===== config.mk =====
export PLATFORM = sky130hd
export DESIGN_NAME = spi_dirsel_slave
export DESIGN_NICKNAME = d
export VERILOG_FILES = /design/src/rtl/spi_dirsel_pkg.sv /design/src/rtl/sd_sync.sv /design/src/rtl/sd_fifo.sv /design/src/rtl/sd_frame.sv /design/src/rtl/spi_dirsel_slave.sv
export SDC_FILE = /design/constraint.sdc
export NUM_CORES = 1
export LEC_CHECK = 0
export ABC_AREA = 1
export CAP_MARGIN = 20
export CORE_MARGIN = 2
export CORE_UTILIZATION = 45
export CTS_CLUSTER_SIZE = 40
export DETAILED_ROUTE_END_ITERATION = 16
export GPL_TIMING_DRIVEN = 1
export HOLD_SLACK_MARGIN = 0.02
export PLACE_DENSITY = 0.72
export SYNTH_ARGS = -nofsm -noshare
export SYNTH_HDL_FRONTEND = slang
export SYNTH_SLANG_ARGS = --single-unit

===== constraint.sdc =====
create_clock -name clk -period 2.5 [get_ports clk]
set_input_delay 0.5 -clock clk [delete_from_list [all_inputs] [get_ports clk]]
set_output_delay 0.5 -clock clk [all_outputs]
set_load 0.02 [all_outputs]

===== src/rtl/spi_dirsel_pkg.sv =====
package spi_dirsel_pkg;

   localparam int CTRL_W = 10;
   localparam int CB_EN  = 0;
   localparam int CB_SPI = 1;
   localparam int CB_BRK = 7;
   localparam int CB_TE  = 8;
   localparam int CB_RE  = 9;

   typedef enum logic [1:0] {
      PH_CMD   = 2'd0,
      PH_WRITE = 2'd1,
      PH_READ  = 2'd2
   } phase_t;

endpackage


===== src/rtl/sd_sync.sv =====
module sd_sync #(
   parameter int WIDTH  = 3,
   parameter int STAGES = 2,
   parameter logic [WIDTH-1:0] RST_VAL = '0
) (
   input  logic             clk,
   input  logic             rst_n,
   input  logic [WIDTH-1:0] d,
   output logic [WIDTH-1:0] q
);
   if (STAGES < 2) begin : g_bad_stages
      $error("sd_sync: STAGES must be at least 2");
   end

   logic [WIDTH-1:0] chain [STAGES];

   for (genvar s = 0; s < STAGES; s++) begin : g_stage
      always_ff @(posedge clk or negedge rst_n) begin
         if (!rst_n) chain[s] <= RST_VAL;
         else if (s == 0) chain[s] <= d;
         else chain[s] <= chain[(s == 0) ? 0 : s-1];
      end
   end

   assign q = chain[STAGES-1];
endmodule


===== src/rtl/sd_fifo.sv =====
module sd_fifo #(
   parameter int DW    = 8,
   parameter int DEPTH = 16,
   localparam int AW   = $clog2(DEPTH),
   localparam int LW   = AW + 1
) (
   input  logic          clk,
   input  logic          rst_n,
   input  logic          clr,
   input  logic          push,
   input  logic [DW-1:0] wdata,
   input  logic          pop,
   output logic [DW-1:0] rdata,
   output logic          full,
   output logic          empty,
   output logic [LW-1:0] level
);
   if (DEPTH < 2 || (DEPTH & (DEPTH - 1)) != 0) begin : g_bad_depth
      $error("sd_fifo: DEPTH must be a power of two, at least 2");
   end

   logic [DW-1:0] mem [DEPTH];
   logic [LW-1:0] wp, rp;
   logic          do_push, do_pop;

   assign level   = wp - rp;
   assign full    = (level == LW'(DEPTH));
   assign empty   = (level == '0);
   assign do_push = push && !full && !clr;
   assign do_pop  = pop && !empty && !clr;
   assign rdata   = mem[rp[AW-1:0]];

   always_ff @(posedge clk or negedge rst_n) begin
      if (!rst_n) begin
         wp <= '0;
         rp <= '0;
      end else if (clr) begin
         wp <= '0;
         rp <= '0;
      end else begin
         if (do_push) wp <= wp + 1'b1;
         if (do_pop)  rp <= rp + 1'b1;
      end
   end

   always_ff @(posedge clk) begin
      if (do_push) mem[wp[AW-1:0]] <= wdata;
   end

   // a push into a full FIFO leaves the fill level unchanged
   p_no_overflow_r5: assert property (@(posedge clk) disable iff (!rst_n)
      (full && push && !pop && !clr) |=> (level == LW'(DEPTH)));

   // a pop from an empty FIFO never wraps the level
   p_no_underflow_r6: assert property (@(posedge clk) disable iff (!rst_n)
      (empty && pop && !push) |=> empty);
endmodule


===== src/rtl/sd_frame.sv =====
module sd_frame
   import spi_dirsel_pkg::*;
#(
   parameter int DW = 8,
   localparam int BW = $clog2(DW)
) (
   input  logic          clk,
   input  logic          rst_n,
   input  logic          active,
   input  logic          te,
   input  logic          re,
   input  logic          sclk_s,
   input  logic          mosi_s,
   input  logic          csn_s,
   input  logic          tx_empty,
   input  logic [DW-1:0] tx_rdata,
   output logic          tx_pop,
   input  logic          rx_full,
   output logic          rx_push,
   output logic [DW-1:0] rx_wdata,
   output logic          ovr_ev,
   output logic          und_ev,
   output logic          miso,
   output logic          miso_oe,
   output logic          busy
);
   if (DW < 2 || (DW & (DW - 1)) != 0) begin : g_bad_dw
      $error("sd_frame: DW must be a power of two");
   end

   phase_t        phase_q;
   logic [BW-1:0] bit_q;
   logic [DW-1:0] rx_sh, tx_sh;
   logic          have_q, sclk_q;
   logic          in_frame, rise, fall, done, first_rise;
   logic [DW-1:0] byte_w;

   assign in_frame   = active && !csn_s;
   assign rise       = in_frame && sclk_s && !sclk_q;
   assign fall       = in_frame && !sclk_s && sclk_q;
   assign byte_w     = {rx_sh[DW-2:0], mosi_s};
   assign done       = rise && (bit_q == BW'(DW-1));
   assign first_rise = rise && (phase_q == PH_READ) && (bit_q == '0);

   assign rx_wdata = byte_w;
   assign rx_push  = done && (phase_q == PH_WRITE) && re && !rx_full;
   assign ovr_ev   = done && (phase_q == PH_WRITE) && re && rx_full;
   assign tx_pop   = first_rise && te && have_q;
   assign und_ev   = first_rise && te && !have_q;

   assign miso_oe = in_frame && (phase_q == PH_READ);
   assign miso    = miso_oe && tx_sh[DW-1];
   assign busy    = in_frame;

   always_ff @(posedge clk or negedge rst_n) begin
      if (!rst_n) begin
         sclk_q  <= 1'b0;
         phase_q <= PH_CMD;
         bit_q   <= '0;
         rx_sh   <= '0;
         tx_sh   <= '0;
         have_q  <= 1'b0;
      end else begin
         sclk_q <= sclk_s;
         if (!in_frame) begin
            phase_q <= PH_CMD;
            bit_q   <= '0;
            rx_sh   <= '0;
            tx_sh   <= '0;
            have_q  <= 1'b0;
         end else if (rise) begin
            rx_sh <= byte_w;
            bit_q <= bit_q + 1'b1;
            if (done && phase_q == PH_CMD)
               phase_q <= byte_w[0] ? PH_READ : PH_WRITE;
         end else if (fall && phase_q == PH_READ) begin
            if (bit_q == '0) begin
               tx_sh  <= (te && !tx_empty) ? tx_rdata : '0;
               have_q <= te && !tx_empty;
            end else begin
               tx_sh <= {tx_sh[DW-2:0], 1'b0};
            end
         end
      end
   end

   // only data bytes of a write frame reach the RX FIFO
   p_cmd_not_stored_r1: assert property (@(posedge clk) disable iff (!rst_n)
      rx_push |-> (phase_q == PH_WRITE));

   // MISO stays quiet for the whole write frame
   p_quiet_write_r2: assert property (@(posedge clk) disable iff (!rst_n)
      (phase_q == PH_WRITE) |-> (!miso && !miso_oe));

   // the TX FIFO is drained only by read frames
   p_pop_read_only_r3: assert property (@(posedge clk) disable iff (!rst_n)
      tx_pop |-> (phase_q == PH_READ));

   // MISO moves only after a falling SCLK edge inside a read frame
   p_miso_on_fall_r4: assert property (@(posedge clk) disable iff (!rst_n)
      (in_frame && phase_q == PH_READ && !fall) |=> (!in_frame || $stable(miso)));
endmodule


===== src/rtl/spi_dirsel_slave.sv =====
module spi_dirsel_slave
   import spi_dirsel_pkg::*;
#(
   parameter int DW          = 8,
   parameter int FIFO_DEPTH  = 16,
   parameter int SYNC_STAGES = 2,
   localparam int LW         = $clog2(FIFO_DEPTH) + 1,
   localparam int SW         = 2 * LW + 3
) (
   input  logic              clk,
   input  logic              rst_n,
   input  logic              spi_sclk,
   input  logic              spi_mosi,
   input  logic              spi_cs_n,
   output logic              spi_miso,
   output logic              miso_oe,
   input  logic              ctrl_we,
   input  logic [CTRL_W-1:0] ctrl_wdata,
   output logic [CTRL_W-1:0] ctrl_q,
   input  logic              tx_push,
   input  logic [DW-1:0]     tx_wdata,
   input  logic              rx_pop,
   output logic [DW-1:0]     rx_rdata,
   input  logic              stat_clr,
   output logic [SW-1:0]     status_o
);
   logic [CTRL_W-1:0] ctrl_r;
   logic              active, te, re, tx_flush;
   logic              sclk_s, mosi_s, csn_s;
   logic              tx_pop, tx_empty, tx_full;
   logic              rx_push, rx_full, rx_empty;
   logic [DW-1:0]     rx_wdata, tx_rdata;
   logic [LW-1:0]     rx_level, tx_level;
   logic              ovr_ev, und_ev, ovr_q, und_q, busy;
   logic              tx_full_unused, rx_empty_unused;

   assign active   = ctrl_r[CB_EN] && ctrl_r[CB_SPI];
   assign te       = ctrl_r[CB_TE];
   assign re       = ctrl_r[CB_RE];
   assign tx_flush = ctrl_we && ctrl_r[CB_TE] && !ctrl_wdata[CB_TE];
   assign ctrl_q   = ctrl_r;

   always_ff @(posedge clk or negedge rst_n) begin
      if (!rst_n) begin
         ctrl_r <= '0;
         ovr_q  <= 1'b0;
         und_q  <= 1'b0;
      end else begin
         if (ctrl_we) ctrl_r <= ctrl_wdata;
         ovr_q <= ovr_ev || (ovr_q && !stat_clr);
         und_q <= und_ev || (und_q && !stat_clr);
      end
   end

   sd_sync #(.WIDTH(3), .STAGES(SYNC_STAGES), .RST_VAL(3'b100)) u_sync (
      .clk   (clk),
      .rst_n (rst_n),
      .d     ({spi_cs_n, spi_mosi, spi_sclk}),
      .q     ({csn_s, mosi_s, sclk_s})
   );

   sd_fifo #(.DW(DW), .DEPTH(FIFO_DEPTH)) u_rx_fifo (
      .clk   (clk),
      .rst_n (rst_n),
      .clr   (1'b0),
      .push  (rx_push),
      .wdata (rx_wdata),
      .pop   (rx_pop),
      .rdata (rx_rdata),
      .full  (rx_full),
      .empty (rx_empty),
      .level (rx_level)
   );

   sd_fifo #(.DW(DW), .DEPTH(FIFO_DEPTH)) u_tx_fifo (
      .clk   (clk),
      .rst_n (rst_n),
      .clr   (tx_flush),
      .push  (tx_push),
      .wdata (tx_wdata),
      .pop   (tx_pop),
      .rdata (tx_rdata),
      .full  (tx_full),
      .empty (tx_empty),
      .level (tx_level)
   );

   assign tx_full_unused  = tx_full;
   assign rx_empty_unused = rx_empty;

   sd_frame #(.DW(DW)) u_frame (
      .clk      (clk),
      .rst_n    (rst_n),
      .active   (active),
      .te       (te),
      .re       (re),
      .sclk_s   (sclk_s),
      .mosi_s   (mosi_s),
      .csn_s    (csn_s),
      .tx_empty (tx_empty),
      .tx_rdata (tx_rdata),
      .tx_pop   (tx_pop),
      .rx_full  (rx_full),
      .rx_push  (rx_push),
      .rx_wdata (rx_wdata),
      .ovr_ev   (ovr_ev),
      .und_ev   (und_ev),
      .miso     (spi_miso),
      .miso_oe  (miso_oe),
      .busy     (busy)
   );

   assign status_o = {busy, und_q, ovr_q, tx_level, rx_level};

   // clearing transmit enable leaves the TX FIFO empty
   p_flush_r8: assert property (@(posedge clk) disable iff (!rst_n)
      tx_flush |=> (tx_level == '0));

   // the clear strobe drops both flags when no new event arrives
   p_clear_r7: assert property (@(posedge clk) disable iff (!rst_n)
      (stat_clr && !ovr_ev && !und_ev) |=> (!ovr_q && !und_q));

   // a disabled device never fills the RX FIFO
   p_idle_off_r11: assert property (@(posedge clk) disable iff (!rst_n)
      !active |-> !rx_push);
endmodule


==> results.md <==
* Area leader, netlist: edfxtp_1
* FF-to-FF Start: u_rx_fifo.wp[0]$_DFFE_PN0P_
* Multi-input combinational cell area at 0.004182 sq mm
* Total GRT Usage at 20.47%
* Period utilization at 105.9%
* Reg area at 0.009195 sq mm
* Dominant cell by count in the synthesized netlist: nand2_1
* HP Class: flip-flop to flip-flop
* Clock skew at 0.02838 ns
* Ports at 60
* Vias in the first global route at 9302
* Fillers at 2414
* Switching Fraction at 29.71%
* Slowest stage cell, crit path: dfrtp_2
* Pwr Density at 876.8 mW/mm^2
* Overflow after GRT at 0
* Post-synth EDFFs at 256
* Top post-synthesis cells by count: 324 x nand2_1, 256 x edfxtp_1, 133 x nand3_1, 132 x nor2_1, 73 x o21ai_0
* Worst-path cell chain: buf_4 -> clkbuf_16 -> o21ai_2 -> o22ai_1 -> o211ai_1 -> nand3_2 -> buf_6
* Crit. Startpoint: u_rx_fifo.rp[0]$_DFFE_PN0P_
* Min Tclk post-route at 2.648 ns
* Nets at 1390
* Switch Pwr at 0.004376 W
* Tot Pwr at 0.01473 W
* Mapped Area at 0.01352 sq mm
* Total of max-cap violations at 0
* Status: finished, violations left
* WL final at 32450 um
* Die Y at 177.3 um
* Area Overhead vs Synth at 24.25%
* Peak fanout along the critical path at 16
* Syn Inst Count at 1216
* Async S/R FF share, synth at 18.99%
* Setup ws final at -0.1483 ns
* Fmax at 377.6 MHz
* Combinational Power Share at 23.6%
* Largest net degree at the start of global routing at 69
* Crit path buffers/inverters at 3
* Peak VDD IR at 1.077 mV
* Chip Width at 177.3 um
* FF-to-FF setup slack at 0 ns
* Crit path arrival time at 2.15 ns
* Global placement routability congestion at 0.7954
* Clock Latency Late Sink at 0.52 ns
* CTS tree: yes
* Seq cells post-synth at 316
* Clock Power Share at 35.5%
* Fin. max-slew vios at 0
* RSZ-0062 raised after global routing: yes
* Syn avg cell area at 11.12 sq um
* WL/cell at 18.48 um
* First-pass GRT wire length at 49390 um
* Residual DRC at 0
* Rows at 63
* Main flop type after synthesis: edfxtp_1
* Total leakage power at 6.258 nW
* Clock Pin Slew Worst Setup and Hold Paths at 0.06 ns
* Vias per cell at 5.358
* Part of the power in registers at 40.9%
* Final setup vio count at 10
* Failing checks: negative setup slack
* Yosys warns at 0
* Antenna violations before repair at 0
* Detail Placement HPWL at 19330 um
* I/O Buffers at 59
* Slew Limit Headroom at 52.11%
* P_int at 0.01035 W
* Slew @ Worst Pin at 0.7161 ns
* Clock Sinks at 316
* Antenna viol nets, final at 0
* Top cells by area, synth: edfxtp_1 57%, dfrtp_1 11%, nand2_1 9.0%
* Crit end category: primary output
* Sequential share of the synthesized area at 67.98%
* CP delay by family, top: buffers and inverters
* DIE AREA at 0.03145 sq mm
* Root Buffer: clkbuf_16
* Setup crit start kind: flip-flop
* Post-synth top area share at 56.86%
* Layout cells sized above 1 at 18.52%
* ANT cells at 0
* Vias at 9409
* CP peak stage delay at 0.46 ns
* Post-Syn Nets at 1266
* Iter 0 DRT Violations at 747
* Final Hold Fails at 0
* Post-synthesis cell type count at 39
* Data required, critical path at 2.00 ns
* Total CTS buffers at 34
* Setup Crit Path Kind: flip-flop to primary output
* Core Area at 0.02964 sq mm
* Final Util at 56.68%
* First drt pass iteration count at 5
* Clock Tree Buf Depth at 3
* H-tree depth at 2
* Hold Crit Start: u_sync.chain[4]$_DFF_PN0_
* Initial core utilization at 45.62%
==> power by group through the flow <==
stage / registers [W] / logic (W) / clock network (W)
floorplan: 0.00613 / 0.00204 / 0
global placement: 0.00611 / 0.00318 / 0
detailed placement: 0.00612 / 0.00325 / 0
CTS: 0.00602 / 0.00325 / 0.00530
global route: 0.00604 / 0.00382 / 0.00551
finish: 0.00602 / 0.00348 / 0.00523
==> cells by family (layout without fill, tap and decap cells) <==
logic type | count (synthesis) | after routing | share of synthesized area [%]
xor+xnor | 18 | 18 | 1.222
compound gates | 129 | 129 | 5.497
fa+ha+maj | 23 | 23 | 2.239
simple gates | 617 | 617 | 19.44
buf+inv | 113 | 263 | 3.618
flops | 316 | 316 | 67.98
==> state kept, by name (all words and copies together) (netlist names) <==
name / count
u_rx_fifo.wp: 5
u_tx_fifo.wp: 5
u_sync.q: 3
u_frame.bit_q: 3
u_tx_fifo.rp: 5
u_frame.tx_sh: 8
ovr_q: 1
u_frame.phase_q: 2
u_frame.sclk_q: 1
und_q: 1
u_rx_fifo.rp: 5
u_tx_fifo.mem: 128
u_sync.chain: 3
u_rx_fifo.mem: 128
u_frame.rx_sh: 7
u_frame.have_q: 1
ctrl_q: 10
==> path summary, 6_finish.rpt <==
check                                                 to  depth (start not counted)
hold / removal                     u_sync.q[1]$_DFF_PN0_                          0
hold reg to reg                    u_sync.q[1]$_DFF_PN0_                          0
setup / recovery                             rx_rdata[2]                          7
min in group asynchronous      u_sync.chain[3]$_DFF_PN0_                          3
max in group asynchronous          u_sync.q[2]$_DFF_PN1_                          3
setup reg to reg           u_rx_fifo.mem[0][7]$_DFFE_PP_                         12
==> layer usage <==
layer,up-vias,global-route usage [%],wire [um]
li1,4442,-,-
met5,-,0,0
met1,4595,23.89,12340
met4,0,6.489,801
met3,64,3.256,1927
met2,308,38.34,17380
==> through the flow <==
step	setup slack (ns)	instance area [sq um]	std cells	setup TNS, ns	hold WS, ns
floorplan	-0.05467	13650	1216	-5.248	0.2044
global route	-0.1880	16800	1756	-6.233	0.3508
finish	-0.1483	16800	1756	-0.7219	0.3491
CTS	-0.1366	16540	1747	-0.9229	0.3512
detailed placement	-0.02289	15240	1680	-0.02656	0.3435
global placement	-0.01649	15240	1680	-0.01649	0.3375
==> cell usage in the layout, fill, tap and decap left out, drive strengths merged, types with 2 or more instances in the layout <==
cell type	count
nor3	4
dfstp	2
clkinv	16
o31ai	2
inv	57
nor2	136
o211ai	4
xor2	13
ha	21
fa	2
o22ai	27
xnor2	5
clkbuf	42
nand4	3
dfrtp	58
nand2	335
edfxtp	256
o21ai	80
nand3	135
clkdlybuf4s50	39
bufinv	6
buf	98
a21oi	4
o221ai	12
dlygate4sd2	2
==> layout make-up <==
cell class | count | area share, %
inverters | 58 | 1.326
well taps | 390 | 2.905
clock inverters | 21 | 1.601
multi-input cells | 787 | 24.89
flip-flops and latches | 316 | 54.74
repair buffers | 143 | 9.199
clock buffers | 41 | 5.340
==> repair_timing <==
action                                 CTS  global route
buffers inserted                         1             8
hold buffers                             1             0
setup endpoints to repair               17           189
endpoints found under the hold margin   58             0
cloned                                   3             1
resized for setup                       78            73
pin swaps                                3            26
Note: power is estimated with default switching activity, not from simulation.
